`src/rtl/acm_pkg.sv`:
```
package acm_pkg;
  // Position of pair (lo,hi), lo<hi, in the flattened upper triangle of an n x n matrix
  function automatic int pair_index(int lo, int hi, int n);
    return lo * n - (lo * (lo + 1)) / 2 + (hi - lo - 1);
  endfunction
endpackage

```
`src/rtl/acm_cell.sv`:
```
module acm_cell #(
  parameter int W = 8
) (
  input  logic                clk,
  input  logic                rst_n,
  input  logic                clr,
  input  logic                upd,
  input  logic                track,
  input  logic                cur_a,
  input  logic                cur_b,
  input  logic                prev_a,
  input  logic                prev_b,
  output logic signed [W-1:0] q
);
  localparam logic signed [W+1:0] MAXV = {3'b000, {(W-1){1'b1}}};
  localparam logic signed [W+1:0] MINV = {3'b111, {(W-1){1'b0}}};

  logic              new_pos, old_pos, en;
  logic signed [2:0] s_new, s_old, delta;
  logic signed [W+1:0] sum;
  logic signed [W-1:0] q_d;

  always_comb begin
    new_pos = ~(cur_a ^ cur_b);
    old_pos = ~(prev_a ^ prev_b);
    s_new   = new_pos ? 3'sd1 : -3'sd1;
    s_old   = track ? (old_pos ? 3'sd1 : -3'sd1) : 3'sd0;
    delta   = s_new - s_old;
    sum     = {{2{q[W-1]}}, q} + {{(W-1){delta[2]}}, delta};
    en      = clr | upd;
    if (clr)              q_d = '0;
    else if (sum > MAXV)  q_d = MAXV[W-1:0];
    else if (sum < MINV)  q_d = MINV[W-1:0];
    else                  q_d = sum[W-1:0];
  end

  always_ff @(posedge clk or negedge rst_n) begin
    if (!rst_n)  q <= '0;
    else if (en) q <= q_d;
  end
endmodule

```
`src/rtl/acm_read.sv`:
```
module acm_read #(
  parameter int NB = 8,
  parameter int W  = 8,
  parameter int NP = NB * (NB - 1) / 2,
  parameter int IW = $clog2(NB)
) (
  input  logic [NB*W-1:0]     diag_flat,
  input  logic [NP*W-1:0]     pair_flat,
  input  logic [IW-1:0]       rd_i,
  input  logic [IW-1:0]       rd_j,
  output logic signed [W-1:0] rd_data
);
  int lo, hi;

  always_comb begin
    if (rd_i <= rd_j) begin
      lo = int'(rd_i);
      hi = int'(rd_j);
    end else begin
      lo = int'(rd_j);
      hi = int'(rd_i);
    end
    rd_data = '0;
    if (hi < NB) begin
      if (lo == hi) rd_data = diag_flat[lo*W +: W];
      else          rd_data = pair_flat[acm_pkg::pair_index(lo, hi, NB)*W +: W];
    end
  end
endmodule

```
`src/rtl/acm_xnor_corr.sv`:
```
module acm_xnor_corr #(
  parameter int NUM_USERS = 4,
  parameter int CNT_W     = 8,
  localparam int NB = 2 * NUM_USERS,
  localparam int IW = $clog2(NB)
) (
  input  logic                    clk,
  input  logic                    rst_n,
  input  logic                    clr,
  input  logic                    upd,
  input  logic                    track,
  input  logic [NB-1:0]           bits_cur,
  input  logic [NB-1:0]           bits_prev,
  input  logic [IW-1:0]           rd_i,
  input  logic [IW-1:0]           rd_j,
  output logic signed [CNT_W-1:0] rd_data
);
  localparam int NP = NB * (NB - 1) / 2;

  logic [NB*CNT_W-1:0] diag_flat;
  logic [NP*CNT_W-1:0] pair_flat;

  // Diagonal: XNOR of a bit with itself is constant 1, so these always step +1 (0 when tracking)
  for (genvar gd = 0; gd < NB; gd++) begin : g_diag
    acm_cell #(.W(CNT_W)) u_cell (
      .clk(clk), .rst_n(rst_n), .clr(clr), .upd(upd), .track(track),
      .cur_a(bits_cur[gd]), .cur_b(bits_cur[gd]),
      .prev_a(bits_prev[gd]), .prev_b(bits_prev[gd]),
      .q(diag_flat[gd*CNT_W +: CNT_W])
    );
  end

  // Upper triangle only: the lower half is served by mirroring at the read port
  for (genvar gi = 0; gi < NB; gi++) begin : g_row
    for (genvar gj = gi + 1; gj < NB; gj++) begin : g_col
      localparam int P = acm_pkg::pair_index(gi, gj, NB);
      acm_cell #(.W(CNT_W)) u_cell (
        .clk(clk), .rst_n(rst_n), .clr(clr), .upd(upd), .track(track),
        .cur_a(bits_cur[gi]), .cur_b(bits_cur[gj]),
        .prev_a(bits_prev[gi]), .prev_b(bits_prev[gj]),
        .q(pair_flat[P*CNT_W +: CNT_W])
      );
    end
  end

  acm_read #(.NB(NB), .W(CNT_W), .NP(NP), .IW(IW)) u_read (
    .diag_flat(diag_flat), .pair_flat(pair_flat),
    .rd_i(rd_i), .rd_j(rd_j), .rd_data(rd_data)
  );
endmodule

```
`config.mk`:
```
export PLATFORM = sky130hd
export DESIGN_NAME = acm_xnor_corr
export DESIGN_NICKNAME = d
export VERILOG_FILES = /design/src/rtl/acm_pkg.sv /design/src/rtl/acm_cell.sv /design/src/rtl/acm_read.sv /design/src/rtl/acm_xnor_corr.sv
export SDC_FILE = /design/constraint.sdc
export NUM_CORES = 1
export LEC_CHECK = 0
export BUFFER_PORTS_ARGS = -buffer_cell sky130_fd_sc_hd__buf_4
export CAP_MARGIN = 30
export CORE_MARGIN = 2
export CORE_UTILIZATION = 60
export CTS_CLUSTER_DIAMETER = 150
export DETAILED_ROUTE_END_ITERATION = 6
export MAX_ROUTING_LAYER = met4
export PLACE_DENSITY = 0.72
export SETUP_SLACK_MARGIN = 0.02
export SYNTH_ARGS = -nofsm -noshare
export SYNTH_HDL_FRONTEND = slang
export SYNTH_SLANG_ARGS = --single-unit
export TNS_END_PERCENT = 50
```
`constraint.sdc`:
```
create_clock -name clk -period 11.9 [get_ports clk]
set_clock_uncertainty 0.15 [all_clocks]
set_input_delay 1.785 -clock clk [delete_from_list [all_inputs] [get_ports clk]]
set_output_delay 1.785 -clock clk [all_outputs]
set_load 0.005 [all_outputs]
```
==> flow_metrics.tcl <==
set metrics [dict create \
    htreeDepth 2 \
    die_area_um2 44400 \
    maxSlewHeadroom_pct 22.9 \
    syn_inst 2752 \
    period_share_pct 95.0 \
    hpwl_um 55600 \
    synth-seq-cells 288 \
    cts_buffers 37 \
    synth_fp_nets 3105 \
    grt_pass1_vias 21700 \
    ios 35 \
    chipHeight_um 211 \
    coreArea_um2 42000 \
    setup_viol 0 \
    synthAdderAreaFrac_pct 17.6 \
    dp_slack_ns 0.684 \
    fin_setup_tns_ns 0 \
    drt_first_pass_iters 5 \
    endpoint_kind "output pin" \
    cts_hold_buf 0 \
    synth_xor_area_share_pct 8.29 \
    worstMarginPinSlew_ns 1.16 \
    io_buffers 34 \
    fmax_ghz 0.0885 \
    arrival_ns 9.37 \
    cpLargestDelayFamily "adder cells" \
    fill_cells 3438 \
    cp-start-kind "input pin" \
    whs_ns 0.375 \
    grt_setup_unrepaired "no" \
    grt_max_degree 213 \
    detail-route-antenna-nets 0 \
    critPathMaxFanout 13 \
    powerDensity_nw_per_um2 245 \
    synth_cell_types 86 \
    outcome "finished clean" \
    clk_latency_ns 0.57 \
    area_delta_synth_final_pct 7.01 \
    vdd_drop_max_mv 0.236 \
    cts_resized 0 \
    final_nets 3085 \
    fin_ws_ns 0.595 \
    synthTopCellsByCount "293 x ha_1, 288 x dfrtp_1, 221 x nor2_1" \
    cts_sinks 288 \
    syn_area_um2 25600 \
    wl_um 77200 \
    synthArstFlopShare_pct 100 \
    synth.most_common_cell "ha_1" \
    antenna_found_initial 1 \
    cts_root_buf "clkbuf_16" \
    rrSetupSlack_ns 8.68 \
    final_util_pct 65.3 \
    synth_area_leader_cell "dfrtp_1" \
    synth-edff-count 0 \
    post_cts.repair.setup_buffers 0 \
    die_w_um 211 \
    num_vias 22000 \
    ys_seq_area_share_pct 28.1 \
    slowest_stage "o41ai_1" \
    maxCapViolCount 0 \
    drt-initial-drc-count 1772 \
    gp_congestion 0.992 \
    routedWlPerCell_um 23.4 \
    yosys.area_share.simple_pct 13.2 \
    synth_top_family_by_area "compound AO/OA/AOI/OAI gates" \
    vias_per_cell 6.69 \
    required_ns 9.97 \
    rows 75 \
    synth.mux.area_fraction_pct 6.21 \
    clock_path_buffers 3 \
    final_max_slew_viol_count 0 \
    max_stage_delay_ns 0.74 \
    track_usage_pct 36.4 \
    cts_tree "yes" \
    critPathBufInv 8 \
    finalHoldViolCount 0 \
    synth_ff_type "dfrtp_1" \
    grt_pass1_wl_um 122000 \
    crit_type "input pin to output pin" \
    hold_path_class "register to register" \
    period_needed_ns 11.31 \
    leakage_nw 13.2 \
    start_util_pct 61.0 \
    drive_gt1_share_pct 6.64 \
    post-synth-top-area-fraction_pct 28.1 \
    synthTopCellsByArea "dfrtp_1 28%, ha_1 14%, a221o_1 5.1%, xnor2_1 4.3%, a21oi_1 4.1%" \
    synth-compound-area-share_pct 22.8 \
    avgSynthCellArea_um2 9.32 \
    ys_warn_count 0 \
    overflow 0 \
    path_clk_slew_ns 0.06 \
    drc 0 \
]
-- metrics by stage --
stage / total power [mW] / std cells / instance area (um^2)
floorplan: 4.40 / 2752 / 25600
global placement: 5.33 / 3232 / 26200
detailed placement: 5.48 / 3232 / 26200
CTS: 6.66 / 3296 / 27400
global route: 7.17 / 3297 / 27400
finish: 6.72 / 3297 / 27400
-- power breakdown --
| part | switching, mW | internal, mW |
|---|---|---|
| clock network | 0.454 | 0.702 |
| logic | 2.28 | 1.72 |
| registers | 0.321 | 1.24 |
-- worst reg2reg max path, cell delays in order, from the launching register on --
cell     delay [ns]
dfrtp_1        0.46
ha_1           0.32
a21o_1         0.15
a21oi_1        0.23
nor2b_1        0.08
o21a_1         0.19
o41ai_1        0.58
mux2i_1        0.47
nor2_1         0.18
a221o_1        0.30
-- path summary, 6_finish.rpt --
| path | startpoint | to | depth (start not counted) |
|---|---|---|---|
| worst max-delay path | rd_i[2] | rd_data[5] | 30 |
| min in group asynchronous | rst_n | g_row[3].g_col[6].u_cell.q[4] | 1 |
| worst max register to register | g_row[1].g_col[4].u_cell.q[1] | g_row[1].g_col[4].u_cell.q[4] | 9 |
| worst min-delay path | g_row[1].g_col[3].u_cell.q[0] | g_row[1].g_col[3].u_cell.q[0] | 2 |
| worst min register to register | g_row[1].g_col[3].u_cell.q[0] | g_row[1].g_col[3].u_cell.q[0] | 2 |
| max in group asynchronous | rst_n | g_row[2].g_col[6].u_cell.q[4] | 2 |
-- logic make-up after synthesis --
| family | Yosys count |
|---|---|
| adders and majority gates | 344 |
| DFF | 288 |
| AOI/OAI and AO/OA | 792 |
| buffers and inverters | 230 |
| xor gates and xnor gates | 241 |
| muxes | 126 |
| and+or+nand+nor | 731 |
-- per-layer routing --
metal	up-vias	global-route usage, %	routed length [um]
met1	10800	46.8	32500
met2	784	55.5	34700
met4	0	18.6	4310
met5	-	-	0
li1	10200	-	-
met3	226	6.21	5650
-- layout make-up --
class | count | area [um^2] | share of cell area (%)
sequential | 288 | 7210 | 26.3
clock inverter | 5 | 104 | 0.378
inverter | 120 | 453 | 1.65
clock buffer | 59 | 1110 | 4.05
antenna | 1 | 2.50 | 0.00912
tap | 539 | 674 | 2.46
timing repair buffer | 51 | 415 | 1.51
multi-input combinational | 2234 | 17500 | 63.7
-- flip-flops by register name, summed over array words and instances, names as in the netlist --
name                  cells
g_diag.u_cell.q          64
g_row.g_col.u_cell.q    224
-- cell usage in the layout (no fill, tap or decap), drive strengths merged, types with 7 or more instances in the layout --
cell type  count
nand4         15
fa            33
a22o          47
a221o        131
a32oi         16
mux4          24
clkbuf        59
mux2i         94
a31oi          7
a21oi        208
and3          28
o311ai         8
dfrtp        288
maj3          18
o22ai         22
o21bai        29
nor3          61
xor2         113
a21o          69
inv          120
nor4          11
nand2b        36
buf           51
xnor2        128
o41ai         26
mux2           8
nand2        216
nand3         53
nor2         228
and2          12
nor2b         52
o21ai        107
o21a          29
a311oi        20
a211oi        27
ha           293
Note: power is estimated with default switching activity, not from simulation.
